<file path="config.mk">
export PLATFORM = sky130hd
export DESIGN_NAME = chop_ctrl
export DESIGN_NICKNAME = d
export VERILOG_FILES = /design/src/rtl/chop_pkg.sv /design/src/rtl/cmp_sync.sv /design/src/rtl/chop_timer.sv /design/src/rtl/torque_scale.sv /design/src/rtl/chop_fsm.sv /design/src/rtl/chop_ctrl.sv
export SDC_FILE = /design/constraint.sdc
export NUM_CORES = 1
export LEC_CHECK = 0
export ABC_AREA = 1
export BUFFER_PORTS_ARGS = -buffer_cell sky130_fd_sc_hd__buf_2
export CORE_MARGIN = 2
export CORE_UTILIZATION = 60
export DETAILED_ROUTE_END_ITERATION = 6
export PLACE_DENSITY = 0.82
export SLEW_MARGIN = 25
export SYNTH_ARGS = -nofsm -noshare
export SYNTH_HDL_FRONTEND = slang
export SYNTH_SLANG_ARGS = --single-unit
</file>
<file path="constraint.sdc">
create_clock -name clk_i -period 12 [get_ports clk_i]
set_input_delay 1.8 -clock clk_i [delete_from_list [all_inputs] [get_ports clk_i]]
set_output_delay 1.8 -clock clk_i [all_outputs]
set_load 0.005 [all_outputs]
</file>
<file path="src/rtl/chop_pkg.sv">
package chop_pkg;
  typedef enum logic [1:0] {
    MODE_OFF    = 2'd0,
    MODE_CHARGE = 2'd1,
    MODE_SLOW   = 2'd2,
    MODE_FAST   = 2'd3
  } bridge_mode_e;

  typedef enum logic [1:0] {
    ST_CHARGE = 2'd0,
    ST_SLOW   = 2'd1,
    ST_FAST   = 2'd2,
    ST_PROBE  = 2'd3
  } chop_st_e;
endpackage

</file>
<file path="src/rtl/cmp_sync.sv">
module cmp_sync #(
  parameter int STAGES = 2
) (
  input  logic clk_i,
  input  logic rst_ni,
  input  logic d_i,
  output logic q_o
);
  logic [STAGES-1:0] sh_q;

  always_ff @(posedge clk_i or negedge rst_ni) begin
    if (!rst_ni) sh_q <= '0;
    else         sh_q <= {sh_q[STAGES-2:0], d_i};
  end

  assign q_o = sh_q[STAGES-1];
endmodule

</file>
<file path="src/rtl/chop_timer.sv">
module chop_timer #(
  parameter int SLOTS = 4,
  localparam int SW = $clog2(SLOTS)
) (
  input  logic          clk_i,
  input  logic          rst_ni,
  input  logic          tick_i,
  input  logic          step_i,
  output logic [SW-1:0] slot_o,
  output logic          start_o,
  output logic          restart_o
);
  localparam logic [SW-1:0] LAST = SW'(SLOTS - 1);

  logic [SW-1:0] slot_q;
  logic          pend_q;

  assign restart_o = tick_i & (pend_q | step_i);
  assign start_o   = restart_o | (tick_i & (slot_q == LAST));

  always_ff @(posedge clk_i or negedge rst_ni) begin
    if (!rst_ni) begin
      slot_q <= '0;
      pend_q <= 1'b0;
    end else begin
      if (start_o)     slot_q <= '0;
      else if (tick_i) slot_q <= slot_q + 1'b1;
      if (restart_o)   pend_q <= 1'b0;
      else if (step_i) pend_q <= 1'b1;
    end
  end

  assign slot_o = slot_q;
endmodule

</file>
<file path="src/rtl/torque_scale.sv">
module torque_scale #(
  parameter int MAG_W = 10
) (
  input  logic [MAG_W-1:0] mag_i,
  input  logic [1:0]       sel_i,
  output logic [MAG_W-1:0] setpt_o
);
  localparam int PW = MAG_W + 7;

  logic [6:0]    k;
  logic [PW-1:0] prod;

  always_comb begin
    unique case (sel_i)
      2'd0: k = 7'd64;
      2'd1: k = 7'd48;
      2'd2: k = 7'd32;
      default: k = 7'd13;
    endcase
  end

  assign prod    = PW'(mag_i) * PW'(k);
  assign setpt_o = prod[PW-2:6];
endmodule

</file>
<file path="src/rtl/chop_fsm.sv">
module chop_fsm
  import chop_pkg::*;
#(
  parameter int PROBE_CLKS = 3,
  parameter int BLANK_CLKS = 2
) (
  input  logic       clk_i,
  input  logic       rst_ni,
  input  logic       start_i,
  input  logic       restart_i,
  input  logic [1:0] slot_i,
  input  logic       reach_i,
  input  logic [1:0] decay_sel_i,
  output chop_st_e   st_o
);
  localparam int BW = $clog2(BLANK_CLKS + 1);
  localparam int PW = $clog2(PROBE_CLKS + 1);
  localparam logic [BW-1:0] BLANK_LIM = BW'(BLANK_CLKS);
  localparam logic [PW-1:0] PROBE_LIM = PW'(PROBE_CLKS - 1);

  chop_st_e      st_q, st_d;
  logic [BW-1:0] blank_q, blank_d;
  logic [PW-1:0] probe_q, probe_d;
  logic          fast_en;
  chop_st_e      decay_st;

  // fast window sits in the period tail
  always_comb begin
    unique case (decay_sel_i)
      2'd0: fast_en = 1'b0;
      2'd1: fast_en = (slot_i == 2'd3);
      2'd2: fast_en = slot_i[1];
      default: fast_en = 1'b1;
    endcase
  end

  assign decay_st = fast_en ? ST_FAST : ST_SLOW;

  always_comb begin
    st_d    = st_q;
    blank_d = blank_q;
    probe_d = probe_q;
    if (start_i) begin
      if (restart_i || reach_i) begin
        st_d    = ST_PROBE;
        probe_d = '0;
      end else begin
        st_d    = ST_CHARGE;
        blank_d = '0;
      end
    end else begin
      unique case (st_q)
        ST_CHARGE: begin
          if (blank_q != BLANK_LIM) blank_d = blank_q + 1'b1;
          else if (reach_i)         st_d = decay_st;
        end
        ST_SLOW: if (fast_en) st_d = ST_FAST;
        ST_FAST: ;
        default: begin
          if (probe_q != PROBE_LIM) probe_d = probe_q + 1'b1;
          else if (reach_i)         st_d = decay_st;
          else begin
            st_d    = ST_CHARGE;
            blank_d = '0;
          end
        end
      endcase
    end
  end

  always_ff @(posedge clk_i or negedge rst_ni) begin
    if (!rst_ni) begin
      st_q    <= ST_CHARGE;
      blank_q <= '0;
      probe_q <= '0;
    end else begin
      st_q    <= st_d;
      blank_q <= blank_d;
      probe_q <= probe_d;
    end
  end

  assign st_o = st_q;
endmodule

</file>
<file path="src/rtl/chop_ctrl.sv">
module chop_ctrl
  import chop_pkg::*;
#(
  parameter int MAG_W      = 10,
  parameter int PROBE_CLKS = 3,
  parameter int BLANK_CLKS = 2,
  parameter int SYNC_STG   = 2
) (
  input  logic             clk_i,
  input  logic             rst_ni,
  input  logic             osc_tick_i,
  input  logic             step_i,
  input  logic             cmp_i,
  input  logic [1:0]       decay_sel_i,
  input  logic [1:0]       torque_sel_i,
  input  logic [MAG_W-1:0] mag_i,
  output logic [MAG_W-1:0] setpt_o,
  output logic [1:0]       mode_o,
  output logic [1:0]       slot_o
);
  logic     reach_s, start, restart;
  chop_st_e st;

  cmp_sync #(.STAGES(SYNC_STG)) u_sync (
    .clk_i(clk_i), .rst_ni(rst_ni), .d_i(cmp_i), .q_o(reach_s)
  );

  chop_timer #(.SLOTS(4)) u_timer (
    .clk_i(clk_i), .rst_ni(rst_ni), .tick_i(osc_tick_i), .step_i(step_i),
    .slot_o(slot_o), .start_o(start), .restart_o(restart)
  );

  torque_scale #(.MAG_W(MAG_W)) u_scale (
    .mag_i(mag_i), .sel_i(torque_sel_i), .setpt_o(setpt_o)
  );

  chop_fsm #(.PROBE_CLKS(PROBE_CLKS), .BLANK_CLKS(BLANK_CLKS)) u_fsm (
    .clk_i(clk_i), .rst_ni(rst_ni), .start_i(start), .restart_i(restart),
    .slot_i(slot_o), .reach_i(reach_s), .decay_sel_i(decay_sel_i), .st_o(st)
  );

  bridge_mode_e mode;
  always_comb begin
    if (mag_i == '0) mode = MODE_OFF;
    else begin
      unique case (st)
        ST_SLOW: mode = MODE_SLOW;
        ST_FAST: mode = MODE_FAST;
        default: mode = MODE_CHARGE;
      endcase
    end
  end
  assign mode_o = mode;
endmodule

</file>
# Word level (Yosys, flattened, before mapping)
# Index checks and enable logic that the tools add are counted.
[word_totals] rom_bits=0 latchBits=0 inputBits=19 output_inout_bits=14 elab_cells=75 mem_bits_rw=0 reg_bits=11 mem_count=0
[classes] n_shift=0 mux=27 reduce_logical=13 bitwise_logic=4 order_cmp=0 n_addsub=3 multipliers=1 n_eq_ne=21 div_mod_pow=0
[ops] operator="two-way mux 2 bit" count=20
[ops] operator="case mux 7 bit (3 select lines)" count=1
[ops] operator="multiplier 10 x 7 -> 16 bit" count=1
[ops] operator="logical NOT 10 bit" count=1
[ops] operator="AND reduction 5 bit" count=2
[ops] operator="inequality test 3 x 2 -> 1 bit, second input constant" count=3
[ops] operator="inequality test 3 bit, second input constant" count=3
[ops] operator="== test 2 bit, second input constant" count=4
[ops] operator="inequality test 2 bit, second input constant" count=4
[ops] operator="case mux 2 bit (2 select lines)" count=2
[ops] operator="adder 2 x 1 -> 2 bit, second input constant" count=3
[ops] operator="== test 2 x 1 -> 1 bit, second input constant" count=3
[ops] operator="logical NOT 2 bit" count=3
[ops] operator="inequality test 2 x 1 -> 1 bit, second input constant" count=3
[ops] operator="case mux 2 bit (3 select lines)" count=1
[ops] operator="nonzero test 2 bit" count=3
[ops] operator="inequality test 4 bit, second input constant" count=1
[ops] operator="case mux 1 bit (3 select lines)" count=1
[ops] operator="AND reduction 3 bit" count=1
[ops] operator="OR reduction 3 bit" count=1
[ops] operator="bitwise AND 1 bit" count=2
[ops] operator="two-way mux 1 bit" count=2
[ops] operator="OR 1 bit" count=2
[ops] operator="OR reduction 2 bit" count=1
[ops] operator="logical OR 1 bit" count=1

# Longest topological paths before layout
# Gate-level depths: netlist (run 1).
[depth] word_depth=7 depth_mapped=23 depth_no_buf=22

# Cells and area by module
# Synthesis (run 1) repeated with hierarchy kept, for this count alone.
[unflattened] hier_cells=403 area_unflattened_um2=2812.7
[modules_own_cells] module="torque_scale" instances=1 cells_each=302 area_each_um2=2075.7 seq_area_each_um2=0.0
[modules_own_cells] module="chop_fsm" instances=1 cells_each=70 area_each_um2=479.2 seq_area_each_um2=150.1
[modules_own_cells] module="chop_timer" instances=1 cells_each=17 area_each_um2=150.1 seq_area_each_um2=75.1
[modules_own_cells] module="chop_ctrl" instances=1 cells_each=12 area_each_um2=57.6 seq_area_each_um2=0.0
[modules_own_cells] module="cmp_sync" instances=1 cells_each=2 area_each_um2=50.0 seq_area_each_um2=50.0

# Worst setup path before layout (run 1)
# No wires, ideal clock.
[synth_path] path_type="input port to output port" from="input port torque_sel_i[0]" to="output port setpt_o[9]" arrival_ps=5575 path_buffers=1 path_slack_ps=4625 cell_stages=23 required_ps=10200 cell_sequence="inv_1 ha_1 clkbuf_1 nand2_1 inv_1 fa_1 inv_1 fa_1 inv_1 fa_1 inv_1 fa_1 inv_1 ha_1 nand2_1 inv_2 nand3_1 inv_1 and2_1 nand2_1 nand2_1 nand2_1 nand2_1"
[synth_between] elab_chain_len=3 word_cells_on_any_way=5 cone_classes="mul (1); eq/ne (2); mux (1); reduce/logical (1)"
[synth_lines] element="start, declared" line_no="chop_ctrl.sv:15" source="input logic [1:0] torque_sel_i,"
[synth_lines] element="== test 2 bit (tied with other cells)" line_no="torque_scale.sv:14" source="unique case (sel_i)"
[synth_lines] element="case mux 7 bit (3 select lines) *" line_no="torque_scale.sv:14"
[synth_lines] element="multiplier 10 x 7 -> 16 bit *" line_no="torque_scale.sv:22" source="assign prod = PW'(mag_i) * PW'(k);"
[synth_lines] element="end, declared" line_no="chop_ctrl.sv:17" source="output logic [MAG_W-1:0] setpt_o,"
# Mark *: on every way between the ends. The rest lies on a longest branch, timed or not.

# Worst setup path after layout (run 1)
# Same ends and word-level chain as after synthesis.

==> results of run 1 <==
==> metrics by stage <==
step / power (W) / cell area (um^2)
after floorplan: 0.000230 / 2790
after global routing: 0.000379 / 3030
after CTS: 0.000336 / 3030
final: 0.000335 / 3030
after detailed placement: 0.000296 / 2990
after global placement: 0.000288 / 2990
==> cells by family (layout without fill, tap and decap cells) <==
logic type,after synthesis,in the layout,synth area share (%)
compound gates,24,24,5.21
xor+xnor,5,5,1.57
fa+ha+maj,75,75,41.2
buf+inv,115,146,15.7
flops,11,11,9.87
mux,1,1,0.359
simple gates,169,169,26.1
==> metal layers <==
metal	wire (um)	vias up
met5	0	-
met4	53	0
met3	207	8
met2	2640	50
met1	2650	1190
li1	-	1263
==> Yosys cell counts (5+ instances only) <==
cell type    n
nand3_1     20
ha_1        47
nand2_1    113
nor2_1      15
a21oi_1      9
nor3_1       5
o21ai_0      6
fa_1        28
inv_1      109
dfrtp_1     11
==> worst max-delay path: cells and delay by family <==
kind	cells	cell delay [ps]
adder cells (fa/ha/maj)	6	2880
buffers and inverters	10	660
AND/OR/NAND/NOR	8	650
==> cell usage in the layout, fill, tap and decap left out, types with 2 or more instances in the layout <==
cell type  instances
clkbuf_8           3
nand3_1           20
nand3_2            2
inv_1            109
nand2_1          113
nand2_2            3
ha_1              47
xor2_1             2
a21oi_2            2
fa_1              28
buf_2             32
xnor2_1            3
nor2_1            15
nand4_1            3
dfrtp_1           11
nand3b_1           3
o21ai_0            6
o21bai_1           2
a21oi_1            9
o21ai_1            2
nor3_1             5
==> worst max path at each step <==
| stage | endpoint |
|---|---|
| global placement | setpt_o[9] |
| floorplan | setpt_o[9] |
| CTS | setpt_o[9] |
| detailed placement | setpt_o[9] |
| finish | setpt_o[9] |
| global route | setpt_o[9] |
==> cell type report <==
type / count / area share, %
Multi-Input combinational cell: 274 / 68.4
Inverter: 110 / 13.6
Sequential cell: 11 / 9.08
Timing Repair Buffer: 32 / 5.28
Tap cell: 52 / 2.15
Clock buffer: 4 / 1.49
==> registers in the layout (all words and copies together), names as in the netlist <==
| signal | flops |
|---|---|
| u_fsm.blank_q | 2 |
| u_fsm.probe_q | 2 |
| u_fsm.st_o | 2 |
| u_sync.sh_q | 2 |
| u_timer.slot_o | 2 |
| u_timer.pend_q | 1 |
==> power breakdown <==
group          switching, W  internal [W]  leakage, nW
clock             0.0000144     0.0000234       0.0228
combinational      0.000143     0.0000971         1.82
sequential       0.00000833     0.0000480        0.140
total              0.000166      0.000169         1.98
==> results_dict.tcl, run 1 <==
set metrics [dict create \
    status "finished, final reports clean" \
    synth-seq-cells 11 \
    ys.flop_type "dfrtp_1" \
    antenna_found_initial 0 \
    synth_warnings 0 \
    cp_common_cell "inv_1" \
    max_cap_viol_count 0 \
    netlist.area_leader.share_pct 21.1 \
    r2r_slack_ps 10470 \
    irDropWorstVdd_uv 61.9 \
    synth_area_um2 2790 \
    layoutNonFillerInstCount 483 \
    multi_input_area_um2 2070 \
    final_util_pct 68.7 \
    reg2reg_to "u_fsm.st_o[0]$_DFFE_PN0P_" \
    drv_slew 0 \
    crit_arrival_ps 6020 \
    register_area_um2 275 \
    die_x_um 72.2 \
    post-cts-setup-buffers 0 \
    min_from "u_sync.sh_q[0]$_DFF_PN0_" \
    drt_iter0_drc 170 \
    clk_pin_slew_ps 50 \
    cts-hold-fix-buffers 0 \
    synthCells 400 \
    required_ps 10200 \
    vias 2511 \
    insertion_delay_ps 240 \
    hold_end "u_sync.sh_q[1]$_DFF_PN0_" \
    cts_tree "done" \
    whs_path_depth 0 \
    top_usage_layer "met2" \
    firstDrtPassIters 4 \
    hold_ws_ps 347 \
    placementRows 24 \
    cpPeakStageDelay_ps 540 \
    globalplace.congestion 0.830 \
    yosys-top-cells-area "ha_1 21%, fa_1 20%, nand2_1 15%" \
    period_share_pct 65.2 \
    reg2regPathDepth 8 \
    placed_cells 479 \
    grt_use_met3_pct 2.78 \
    post-place-ws_ps 4200 \
    critical_path_class "input port to primary output" \
    crit_path_end_kind "primary output" \
    seq_area_frac_synth_pct 9.87 \
    cts_htree_levels 1 \
    fin_worst_skew_ps 0.644 \
    detailed_place_hpwl_mm 4.78 \
    syn2layout_area_growth_pct 8.80 \
    synthArstFlopShare_pct 100 \
    cts_resized 0 \
    rsz0062_at_grt "false" \
    ys_types 33 \
    fin_crit_ps 7820 \
    crit_path_top_delay_cell "fa_1" \
    slew_headroom_pct 69.3 \
    synth_edf_count 0 \
    clock_sinks 11 \
    gr-total-overflow 0 \
    cts_made_buffers 3 \
    port_buffers 32 \
    grt_pass1_vias 2403 \
    layout-drive-gt1-share_pct 11.1 \
    r2r_start "u_fsm.st_o[1]$_DFFE_PN0P_" \
    ant_nets 0 \
    crit_start "torque_sel_i[0]" \
    syn_area_per_cell_um2 6.97 \
    cellPowerDensity_nw_per_um2 110 \
    fillers 393 \
    initial_utilization_pct 63.2 \
    use_met2_pct 41.8 \
    max_clock_freq_mhz 128 \
    syn_nets 494 \
    min_path_type "register to register" \
    cts_max_path_buffers 2 \
    totalWireLength_mm 5.55 \
    setup_viol 0 \
    met1_usage_pct 32.5 \
    wl_per_cell_um 11.5 \
    track_usage_pct 23.9 \
    startpoint_type "input port" \
    num_antenna_cells 0 \
    fin_ws_ps 4180 \
    drcViolationCount 0 \
    worstPathMaxFanout 10 \
    setup_tns_ps 0 \
    worstPathCellList "buf_2, inv_1, ha_1, nand2_1, inv_1, fa_1, inv_1, fa_1, inv_1, fa_1, inv_1, fa_1, inv_1, ha_1, nand2_1, inv_2, nand3_1, inv_1, and2_1, nand2_1, nand2_1, nand2_1, nand2_1, buf_2" \
    die_y_um 72.2 \
    ios 33 \
    grt_first_pass_wirelength_mm 10.2 \
    dieArea_um2 5210 \
    hold_viol 0 \
    clockRootBuffer "clkbuf_8" \
    yosys.area.top_type "ha_1" \
    nets 526 \
    viasPerCell 5.20 \
    p_leak_nw 1.98 \
    grt_max_degree 12 \
    worst_pin_slew_ps 460 \
    core_um2 4410 \
]
(Power assumes the default switching activity.)
==> inputs of run 2 (changes only) <==
clock period = 8.15 ns   (was 12 ns; I/O delays follow)
==> run 2 against run 1 <==
Effect of this change: power is 48% higher; clock skew rose by 7.2 ps; flip-flop and latch count is the same; clock power up 48%; first-iteration DRC count fell by 18%; cell area unchanged; cell count unchanged; hold slack worse by 1.2 ps; routed wire length up 1.9%; count of clock-buffer cells in the layout stayed put; register-to-register slack worse by 3900 ps; critical path type unchanged; largest power group unchanged.
==> results_dict.tcl, run 2 (synthesis results as in run 1) <==
set metrics [dict create \
    cts_tree "done" \
    grt_max_degree 12 \
    p_leak_nw 1.98 \
    setup_viol 0 \
    clockRootBuffer "clkbuf_8" \
    max_clock_freq_mhz 149 \
    min_from "u_sync.sh_q[0]$_DFF_PN0_" \
    hold_viol 0 \
    clock_sinks 11 \
    seqPwrFrac_pct 16.9 \
    required_ps 6930 \
    final_common_cell "nand2_1" \
    die_x_um 72.2 \
    setup_tns_ps 0 \
    totalWireLength_mm 5.66 \
    grt_first_pass_wirelength_mm 10.2 \
    startpoint_type "input port" \
    r2r_start "u_fsm.st_o[0]$_DFFE_PN0P_" \
    status "finished, final reports clean" \
    worstPathMaxFanout 10 \
    final_util_pct 68.7 \
    fillers 385 \
    wl_per_cell_um 11.7 \
    min_path_type "register to register" \
    switchingPower_w 0.000247 \
    rsz0062_at_grt "false" \
    p_int_w 0.000248 \
    cts_made_buffers 3 \
    drv_slew 0 \
    final_cell_mix "113 x nand2_1, 109 x inv_1, 47 x ha_1, 32 x buf_2, 28 x fa_1" \
    multi_input_area_um2 2070 \
    place_area_um2 2990 \
    cts_max_path_buffers 2 \
    ant_nets 0 \
    netSwitchingFraction_pct 49.9 \
    critical_path_class "input port to primary output" \
    die_y_um 72.2 \
    cts_resized 0 \
    globalplace.congestion 0.830 \
    reg2regPathDepth 8 \
    post-cts-setup-buffers 0 \
    initial_utilization_pct 63.2 \
    cts_htree_levels 1 \
    crit_arrival_ps 5470 \
    viasPerCell 5.16 \
    syn2layout_area_growth_pct 8.80 \
    drt_iter0_drc 140 \
    slew_headroom_pct 71.9 \
    cellPowerDensity_nw_per_um2 163 \
    layout-drive-gt1-share_pct 11.1 \
    crit_start "torque_sel_i[0]" \
    hold_ws_ps 345 \
    crit_path_end_kind "primary output" \
    nets 526 \
    cts-hold-fix-buffers 0 \
    register_area_um2 275 \
    vias 2494 \
    antenna_found_initial 0 \
    num_antenna_cells 0 \
    insertion_delay_ps 250 \
    max_cap_viol_count 0 \
    drcViolationCount 0 \
    fin_crit_ps 6690 \
    placementRows 24 \
    dieArea_um2 5210 \
    core_um2 4410 \
    period_share_pct 82.1 \
    whs_path_depth 0 \
    combPwrFrac_pct 71.9 \
    gr-total-overflow 0 \
    detailed_place_hpwl_mm 4.76 \
    track_usage_pct 24.2 \
    grt_pass1_vias 2403 \
    irDropWorstVdd_uv 88.2 \
    power_frac_clock_pct 11.3 \
    design_area_um2 3030 \
    firstDrtPassIters 4 \
    ios 33 \
    fin_worst_skew_ps 7.85 \
    port_buffers 32 \
    clk_pin_slew_ps 50 \
    worst_pin_slew_ps 422 \
]
[run 2: cell counts in the layout (fill, tap and decap cells not counted)]
Identical to the previous run, type by type.
[run 2: critical path, stage by stage]
cell     delay [ps]
buf_2           100
inv_1            40
ha_1            440
nand2_1         130
inv_1            60
fa_1            500
inv_1            60
fa_1            540
inv_1            60
fa_1            530
inv_1            50
fa_1            520
inv_1            40
ha_1            360
nand2_1         120
inv_2            70
nand3_1          90
inv_1            90
and2_1          120
nand2_1          70
nand2_1          60
nand2_1          40
nand2_1          40
buf_2           100
[run 2: per-layer routing]
metal	part of all wire [%]	track usage, %
met5	0	0
met2	49	43.3
met3	4.9	3.19
met4	0.64	4.19
met1	45	31.5
[run 2: area by class of cell]
class	count	area share (%)
flip-flops and latches	11	9.08
multi-input cells	274	68.4
repair buffers	32	5.28
clock buffers	4	1.49
well taps	52	2.15
inverters	110	13.6
[run 2: power groups by stage]
| stage | combinational (W) | sequential [W] | clock, W |
|---|---|---|---|
| 5_1_grt | 0.000413 | 0.0000853 | 0.0000600 |
| 3_5_place_dp | 0.000352 | 0.0000840 | 0 |
| 4_1_cts | 0.000356 | 0.0000831 | 0.0000557 |
| 6_report | 0.000356 | 0.0000835 | 0.0000559 |
| 2_1_floorplan | 0.000257 | 0.0000813 | 0 |
| 3_3_place_gp | 0.000341 | 0.0000831 | 0 |
[run 2: path summary, 6_finish.rpt]
check	to	slack (ps)
setup / recovery	setpt_o[9]	1460
hold / removal	u_sync.sh_q[1]$_DFF_PN0_	350
setup reg to reg	u_fsm.st_o[0]$_DFFE_PN0P_	6530
hold reg to reg	u_sync.sh_q[1]$_DFF_PN0_	350
max in group asynchronous	u_fsm.st_o[1]$_DFFE_PN0P_	7100
min in group asynchronous	u_fsm.st_o[0]$_DFFE_PN0P_	840
[run 2: stage by stage]
stage | power [W] | std cells | worst slack (ps)
after detailed placement | 0.000436 | 479 | 1490
final | 0.000495 | 483 | 1460
after floorplan | 0.000338 | 400 | 1930
after global routing | 0.000559 | 483 | 1190
after CTS | 0.000495 | 483 | 1490
after global placement | 0.000424 | 479 | 1640
